--- config.mk ---
export PLATFORM = sky130hd
export DESIGN_NAME = sar_seq_top
export DESIGN_NICKNAME = d
export VERILOG_FILES = /design/src/rtl/adc_seq_pkg.sv /design/src/rtl/sar_core.sv /design/src/rtl/result_bank.sv /design/src/rtl/adc_seq_ctrl.sv /design/src/rtl/sar_seq_top.sv
export SDC_FILE = /design/constraint.sdc
export NUM_CORES = 1
export LEC_CHECK = 0
export BUFFER_PORTS_ARGS = -buffer_cell sky130_fd_sc_hd__buf_4
export CAP_MARGIN = 20
export CORE_ASPECT_RATIO = 0.5
export CORE_MARGIN = 5
export CORE_UTILIZATION = 48
export DETAILED_ROUTE_END_ITERATION = 8
export PLACE_DENSITY = 0.82
export SLEW_MARGIN = 10
export SYNTH_ARGS = -nofsm -noshare
export SYNTH_HDL_FRONTEND = slang
export SYNTH_SLANG_ARGS = --single-unit
--- constraint.sdc ---
create_clock -name clk -period 1.9 [get_ports clk]
set_input_delay 0.095 -clock clk [delete_from_list [all_inputs] [get_ports clk]]
set_output_delay 0.095 -clock clk [all_outputs]
set_load 0.005 [all_outputs]
--- src/rtl/adc_seq_pkg.sv ---
package adc_seq_pkg;

  // Sequencer state
  typedef enum logic {
    SEQ_IDLE = 1'b0,
    SEQ_RUN  = 1'b1
  } seq_state_t;

  // Control word field offsets relative to the channel width
  function automatic int multi_bit(input int ch_w);
    return ch_w;
  endfunction

  function automatic int cont_bit(input int ch_w);
    return ch_w + 1;
  endfunction

endpackage

--- src/rtl/sar_core.sv ---
module sar_core #(
  parameter int RES_W    = 8,
  parameter int CONV_CYC = 32
) (
  input  logic             clk,
  input  logic             rst,
  input  logic             run,
  input  logic             restart,
  input  logic             cmp_in,
  output logic [RES_W-1:0] dac_code,
  output logic             conv_done,
  output logic [RES_W-1:0] conv_result
);
  localparam int SAMPLE_CYC = CONV_CYC - RES_W;
  localparam int CNT_W      = $clog2(CONV_CYC);

  logic [CNT_W-1:0] cnt;
  logic [RES_W-1:0] sar;
  logic [RES_W-1:0] sar_next;
  logic             last_step;
  int               bit_idx;

  assign last_step = (cnt == CNT_W'(CONV_CYC - 1));
  assign bit_idx   = RES_W - 1 - (int'(cnt) - SAMPLE_CYC);

  // Decide the current bit and arm the next lower one
  always_comb begin
    sar_next = sar;
    for (int b = 0; b < RES_W; b++) begin
      if (b == bit_idx)     sar_next[b] = cmp_in;
      if (b + 1 == bit_idx) sar_next[b] = 1'b1;
    end
  end

  always_ff @(posedge clk) begin
    if (rst || !run || restart) begin
      cnt <= '0;
      sar <= '0;
    end else begin
      cnt <= last_step ? '0 : cnt + CNT_W'(1);
      if (cnt == CNT_W'(SAMPLE_CYC - 1))
        sar <= {1'b1, {(RES_W-1){1'b0}}};
      else if (int'(cnt) >= SAMPLE_CYC)
        sar <= last_step ? '0 : sar_next;
    end
  end

  assign dac_code    = sar;
  assign conv_done   = run && !restart && last_step;
  assign conv_result = sar_next;

  // the first trial code of every conversion is the MSB alone
  p_msb_first_r3: assert property (@(posedge clk) disable iff (rst)
    (run && !restart && cnt == CNT_W'(SAMPLE_CYC)) |-> (dac_code == {1'b1, {(RES_W-1){1'b0}}}));

  // the trial code is zero throughout the sample phase
  p_sample_zero_r3: assert property (@(posedge clk) disable iff (rst)
    (int'(cnt) < SAMPLE_CYC) |-> (dac_code == '0));

endmodule

--- src/rtl/result_bank.sv ---
module result_bank #(
  parameter int RES_W = 8,
  parameter int SLOTS = 4
) (
  input  logic                     clk,
  input  logic                     rst,
  input  logic                     wr_en,
  input  logic [$clog2(SLOTS)-1:0] wr_slot,
  input  logic [RES_W-1:0]         wr_data,
  output logic [SLOTS*RES_W-1:0]   res_flat
);
  localparam int SLOT_W = $clog2(SLOTS);

  for (genvar s = 0; s < SLOTS; s++) begin : g_slot
    logic [RES_W-1:0] q;
    always_ff @(posedge clk) begin
      if (rst)
        q <= '0;
      else if (wr_en && wr_slot == SLOT_W'(s))
        q <= wr_data;
    end
    assign res_flat[s*RES_W +: RES_W] = q;
  end

  // conversions are at least two cycles apart, so writes never repeat back to back
  p_one_write_per_conv_r4: assert property (@(posedge clk) disable iff (rst)
    wr_en |=> !wr_en);

endmodule

--- src/rtl/adc_seq_ctrl.sv ---
module adc_seq_ctrl
  import adc_seq_pkg::*;
#(
  parameter int CH_W  = 4,
  parameter int SLOTS = 4
) (
  input  logic                     clk,
  input  logic                     rst,
  input  logic                     pwr_en,
  input  logic                     ctl_wr,
  input  logic [CH_W+1:0]          ctl_wdata,
  input  logic                     conv_done,
  output logic                     core_run,
  output logic [$clog2(SLOTS)-1:0] slot,
  output logic [CH_W-1:0]          chan_sel,
  output logic                     busy,
  output logic                     done_flag
);
  localparam int SLOT_W = $clog2(SLOTS);
  localparam int MB     = multi_bit(CH_W);
  localparam int CB     = cont_bit(CH_W);

  seq_state_t      state;
  logic [CH_W-1:0] cfg_chan;
  logic            cfg_multi;
  logic            cfg_cont;
  logic            last_slot;

  assign last_slot = (slot == SLOT_W'(SLOTS - 1));

  always_ff @(posedge clk) begin
    if (rst) begin
      state     <= SEQ_IDLE;
      cfg_chan  <= '0;
      cfg_multi <= 1'b0;
      cfg_cont  <= 1'b0;
      slot      <= '0;
      done_flag <= 1'b0;
    end else if (ctl_wr) begin
      cfg_chan  <= ctl_wdata[CH_W-1:0];
      cfg_multi <= ctl_wdata[MB];
      cfg_cont  <= ctl_wdata[CB];
      slot      <= '0;
      done_flag <= 1'b0;
      state     <= pwr_en ? SEQ_RUN : SEQ_IDLE;
    end else if (!pwr_en) begin
      state <= SEQ_IDLE;
      slot  <= '0;
    end else if (state == SEQ_RUN && conv_done) begin
      if (last_slot) begin
        done_flag <= 1'b1;
        slot      <= '0;
        if (!cfg_cont) state <= SEQ_IDLE;
      end else begin
        slot <= slot + SLOT_W'(1);
      end
    end
  end

  assign core_run = (state == SEQ_RUN) && pwr_en;
  assign busy     = (state == SEQ_RUN);
  assign chan_sel = cfg_multi ? {cfg_chan[CH_W-1:SLOT_W], slot} : cfg_chan;

  // losing power ends any run on the next edge
  p_no_run_unpowered_r2: assert property (@(posedge clk) disable iff (rst)
    !pwr_en |=> !busy);

  // the flag rises only with the final conversion of a sequence
  p_flag_after_last_r7: assert property (@(posedge clk) disable iff (rst)
    $rose(done_flag) |-> $past(conv_done && last_slot));

  // in continuous mode the flag is held until the next control write
  p_cont_flag_holds_r8: assert property (@(posedge clk) disable iff (rst)
    (done_flag && cfg_cont && !ctl_wr) |=> done_flag);

  // a control write clears the flag
  p_wr_clears_flag_r9: assert property (@(posedge clk) disable iff (rst)
    ctl_wr |=> !done_flag);

endmodule

--- src/rtl/sar_seq_top.sv ---
module sar_seq_top #(
  parameter int RES_W    = 8,
  parameter int SLOTS    = 4,
  parameter int CH_W     = 4,
  parameter int CONV_CYC = 32
) (
  input  logic                   clk,
  input  logic                   rst,
  input  logic                   pwr_en,
  input  logic                   ctl_wr,
  input  logic [CH_W+1:0]        ctl_wdata,
  input  logic                   cmp_in,
  output logic [RES_W-1:0]       dac_code,
  output logic [CH_W-1:0]        chan_sel,
  output logic                   busy,
  output logic                   done_flag,
  output logic [SLOTS*RES_W-1:0] res_flat
);
  localparam int SLOT_W = $clog2(SLOTS);

  logic              core_run;
  logic              conv_done;
  logic [RES_W-1:0]  conv_result;
  logic [SLOT_W-1:0] slot;

  adc_seq_ctrl #(.CH_W(CH_W), .SLOTS(SLOTS)) ctrl_i (
    .clk       (clk),
    .rst       (rst),
    .pwr_en    (pwr_en),
    .ctl_wr    (ctl_wr),
    .ctl_wdata (ctl_wdata),
    .conv_done (conv_done),
    .core_run  (core_run),
    .slot      (slot),
    .chan_sel  (chan_sel),
    .busy      (busy),
    .done_flag (done_flag)
  );

  sar_core #(.RES_W(RES_W), .CONV_CYC(CONV_CYC)) core_i (
    .clk         (clk),
    .rst         (rst),
    .run         (core_run),
    .restart     (ctl_wr),
    .cmp_in      (cmp_in),
    .dac_code    (dac_code),
    .conv_done   (conv_done),
    .conv_result (conv_result)
  );

  result_bank #(.RES_W(RES_W), .SLOTS(SLOTS)) bank_i (
    .clk      (clk),
    .rst      (rst),
    .wr_en    (conv_done),
    .wr_slot  (slot),
    .wr_data  (conv_result),
    .res_flat (res_flat)
  );

endmodule

# Word-level counts from Yosys, hierarchy flattened
# Cells that the tools add are included.
# word_totals
mem_count	0
latchBits	0
ramBits	0
mem_bits_ro	0
register_bits	55
# classes
eq_ne	16
bitwise_logic	1
n_div	0
mux	27
add_sub_neg	4
shifts	0
n_reduce_logical	21
mul	0
n_lt_le_gt_ge	1
# op_table
cell	n
$eq 4x32->1 const A	4
$eq 3x32->1 const A	2
$eq 2x32->1 const A	1
$eq 5x32->1 const A	1
$logic_not 32->1	1
$sub 4x32->32 const A	1
$mux 8	3
$mux 1	22
$eq 5x5->1 const B	2
$logic_and 1x1->1	8
$ne 3x1->1 const B	2
$reduce_and 3->1	2
$reduce_or 2->1	3
$sub 5x5->6 const B	1
$add 5x1->5 const B	1
$ge 5x5->1 const B	1
$eq 2x2->1 const B	2
$mux 2	2
$ne 3x3->1 const B	1
$reduce_or 3->1	1
$add 2x1->2 const B	1
$eq 2x1->1 const B	1
$logic_not 1->1	2
$logic_not 2->1	1
other kinds (3)	4

# Longest topological paths before layout
# depth
depth_word	8
depth_mapped	9
depth_no_buf	6

# Hierarchy
# Synthesis repeated with hierarchy kept, for this count alone.
# unflattened
hier_cells	264
hier_area_um2	2633.8
# by_module_without_submodules
mod	area_each_um2	instances	seq_area_each_um2	cells_per_inst
result_bank	1285.0	1	640.6	116
sar_core	892.1	1	260.2	106
adc_seq_ctrl	456.7	1	200.2	42

# Worst setup path before layout
# OpenSTA, ideal clock, no wires.
# synth_timing
path_type	reg-to-reg
start	register core_i.cnt[2]
end	register bank_i.g_slot[0].q[0]
stages_incl_launch_ff	10
setup_slack_ns	-0.202
required_ns	1.812
n_path_buf	4
t_arrival_ns	2.014
path_cell_list	dfxtp_1 > buf_2 > buf_2 > and3_1 > ha_1 > nand4b_1 > buf_2 > or3_1 > buf_6 > o32ai_2
# synth_between
elab_chain_cells	5
word_cells_on_any_way	9
classes_between	add/sub (2); eq/ne (2); mux (2); reduce/logical (3)
# synth_lines
element	line	rtl
start, declared	sar_core.sv:17	logic [CNT_W-1:0] cnt;
start signal, assigned	sar_core.sv:40	cnt <= last_step ? '0 : cnt + CNT_W'(1);
$sub 5x5->6	sar_core.sv:24	assign bit_idx = RES_W - 1 - (int'(cnt) - SAMPLE_CYC);
$sub 4x32->32	sar_core.sv:24	
$logic_not 32->1	sar_core.sv:30	if (b == bit_idx) sar_next[b] = cmp_in;
$mux 1	sar_core.sv:30	
$mux 1	sar_core.sv:31	if (b + 1 == bit_idx) sar_next[b] = 1'b1;
end signal, assigned	result_bank.sv:20	q <= wr_data;
end, declared	result_bank.sv:15	logic [RES_W-1:0] q;
# Several ways; a longest one is shown, not always the timed one.
# A chain may end at the register's enable or synchronous reset.

# Worst setup path in the final report
# layout_timing
start	register core_i.cnt[0]
end	register bank_i.g_slot[0].q[3]
# layout_between
elab_chain_cells	5
word_cells_on_any_way	9
classes_between	add/sub (2); eq/ne (3); mux (2); reduce/logical (2)
# layout_lines
element	line
$sub 5x5->6	sar_core.sv:24
$sub 4x32->32	sar_core.sv:24
$eq 3x32->1	sar_core.sv:30
$mux 1	sar_core.sv:30
$mux 1	sar_core.sv:31
# Several ways; a longest one is shown, not always the timed one.

==> impl_metrics.yaml <==
final_layout:
  fin_nets: 354
  n_antenna_cell: 0
  syn2layout_area_growth_pct: 30.1
  drive_gt1_share_pct: 36.2
  design_area_sq_mm: 0.00331
worst_setup_path:
  crit_buf_inv: 1
  worstPathArrival_ns: 2.09
  reg2regPathDepth: 7
  r2r-start: "core_i.cnt[0]"
  r2r_end: "bank_i.g_slot[0].q[3]"
  required_ns: 2.15
  crit_top_cell: "ha_4"
  critPathTopFamily: "simple AND/OR/NAND/NOR gates"
  slowest_stage: "or3_4"
  crit_path_cell_trace: "ha_4, and3_4, ha_4, nand4b_1, buf_4, or3_4, o32ai_2"
  reg2reg_setup_slack_ns: 0.06
  endpoint_kind: "flip-flop"
  start_kind: "flip-flop"
  cpPeakStageDelay_ns: 0.45
  worstSetupPathType: "flip-flop to flip-flop"
  cp_max_fo: 7
clock_network:
  htreeDepth: 2
  clkTransAtPathRegs_ns: 0.11
  cts_max_path_buffers: 2
  numCtsBuffers: 5
  cts_root_buf: "clkbuf_8"
  cts_tree: "yes"
  clock_latency_ns: 0.33
  cts_sinks: 55
  postCtsHoldBufs: 0
routing:
  wl_per_cell_um: 17.3
  first_iter_violations: 139
  drcViolationCount: 0
  vias_per_cell: 6.02
  routed_wl_um: 6970
  drtAntennaViolNets: 0
  vias: 2431
  dr.pass1.iters: 4
grt:
  grt_pass1_wl_um: 11200
  antenna_found_initial: 0
  grt_max_degree: 46
  track_usage_pct: 20.5
  grt_pass1_vias: 2356
  overflow: 0
run_status:
  status: "completed"
floorplanning:
  die_w_um: 113
  fp.dieH_um: 61.5
  dieArea_sq_mm: 0.00695
  io-pin-count: 57
  rows: 18
  initial_core_util_pct: 50.7
  core_area_sq_mm: 0.00502
placement:
  io_buffers: 56
  dp_hpwl_um: 5070
  gp_congestion: 0.895
  placed_cell_area_sq_mm: 0.00315
sta:
  hold_viol_final: 0
  setup_viol: 0
  slew_violations: 0
  worstMarginPinSlew_ns: 0.483
  fin_skew_ns: 0.0128
  rsz0062_at_grt: "false"
  relSlewSlack_pct: 67.8
  hold_slack_ns: 0.00748
  period_minus_slack_ns: 1.84
  fmaxAchievable_ghz: 0.544
  fin_crit_sh_pct: 96.8
min_path:
  min_from: "ctl_wdata[3]"
  hp-class: "input port to flip-flop"
  whs_path_depth: 3
  whs_endpoint: "ctrl_i.cfg_chan[3]"
synthesis:
  async_reset_ff_share_pct: 0
  synthesis.area_sq_mm: 0.00254
  yosysMostFrequentCell: "dfxtp_1"
  ys_types: 38
  synth_ff_type: "dfxtp_1"
  synth_enable_flop_cells: 0
  synth_area_leaders: "dfxtp_1 (43%), o32ai_1 (7.6%), o21ai_0 (5.5%), ha_1 (4.9%), o32ai_2 (3.8%)"
  avgSynthCellArea_sq_um: 9.50
  seq_area_frac_synth_pct: 43.3
  netlist.area_leader.share_pct: 43.3
  yosys_warnings: 0
  syn_inst: 268
  synth-seq-cells: 55
  ys_top_cells_by_count: "dfxtp_1 (55), o21ai_0 (28), o32ai_1 (22), nor2_1 (18), nor3_1 (16)"
  syn_nets: 289
  yosysTopAreaCell: "dfxtp_1"
power_and_ir_drop:
  cellPowerDensity_mw_per_mm2: 589
  leakagePower_nw: 1.24
  irDropWorstVdd_v: 0.000505
job:
  max_cap_violations: 0
[metrics by stage]
stage               instances  setup TNS, ns  power (mW)  setup slack (ns)  utilization (%)
CTS                       402              0        1.96            0.0110             64.7
floorplan                 268        -0.0978        1.24           -0.0163                -
global placement          394              0        1.27            0.0566             62.6
global route              404              0        2.02           0.00218             65.9
detailed placement        394        -0.0641        1.27           -0.0259             62.6
finish                    404              0        1.95            0.0605             65.9
[sequential cells by signal, indices dropped and copies added (netlist names)]
register,cells
ctrl_i.done_flag,1
ctrl_i.busy,1
bank_i.g_slot.q,32
core_i.cnt,5
ctrl_i.cfg_chan,4
ctrl_i.slot,2
ctrl_i.cfg_multi,1
core_i.dac_code,8
ctrl_i.cfg_cont,1
[area by class of cell]
class | count | area (sq um)
clock inverters | 3 | 28.8
multi-input cells | 181 | 1380
inverters | 10 | 37.5
repair buffers | 80 | 604
clock buffers | 5 | 68.8
well taps | 70 | 87.6
flip-flops and latches | 55 | 1100
fillers | 397 | 1710
[cells by family after synthesis]
| family | synth area share (%) |
|---|---|
| xor gates and xnor gates | 0.688 |
| adders and majority gates | 4.92 |
| muxes | 4.03 |
| DFF | 43.3 |
| AOI/OAI and AO/OA | 23.6 |
| and+or+nand+nor | 17.8 |
| buffers and inverters | 5.65 |
[tightest hold or removal path: cells and delay by family]
kind                   cells  cell delay, ns
buffers and inverters      1            0.08
multiplexers               1            0.05
AND/OR/NAND/NOR            1            0.07
[routing by layer]
layer | part of all wire, % | vias up | wire length (um) | global-route usage, %
met5 | 0 | - | 0 | 0
met4 | 1.8 | 0 | 127 | 8.90
met3 | 8.1 | 16 | 564 | 5.89
met2 | 47 | 114 | 3280 | 37.0
met1 | 43 | 1163 | 3000 | 23.4
li1 | - | 1138 | - | -
[worst max-delay path by stage]
stage	from	slack, ns	to	cells after the start
after floorplan	core_i.cnt[2]	-0.02	bank_i.g_slot[0].q[0]	9
after global placement	core_i.cnt[1]	0.06	bank_i.g_slot[0].q[3]	6
after detailed placement	core_i.cnt[1]	-0.03	bank_i.g_slot[0].q[1]	6
after CTS	core_i.cnt[1]	0.01	bank_i.g_slot[3].q[0]	6
after global routing	core_i.cnt[4]	0.002	bank_i.g_slot[1].q[2]	5
final	core_i.cnt[0]	0.06	bank_i.g_slot[0].q[3]	7
[repair_timing]
action | in CTS | in global routing
setup buffers | 0 | 2
gates resized for setup | 1 | 11
endpoints found under the hold margin | 0 | 0
setup endpoints to repair | 7 | 29
pin swaps | 0 | 9
[report_power, final]
| part | internal [mW] | switching (mW) |
|---|---|---|
| clock network | 0.274 | 0.432 |
| registers | 1.16 | 0.00603 |
| logic | 0.0382 | 0.0400 |
| total | 1.47 | 0.478 |
[layout by cell type, fill, tap and decap left out, types with 6 or more instances in the layout]
master and instances:
buf_4 79, o32ai_2 7, mux2i_1 8, nand2b_1 6, nor2_1 18, dfxtp_1 52, o32ai_1 21, o21ai_0 28
a21oi_1 12, inv_1 10, ha_1 8, nor3_1 16
(Power assumes the default switching activity.)
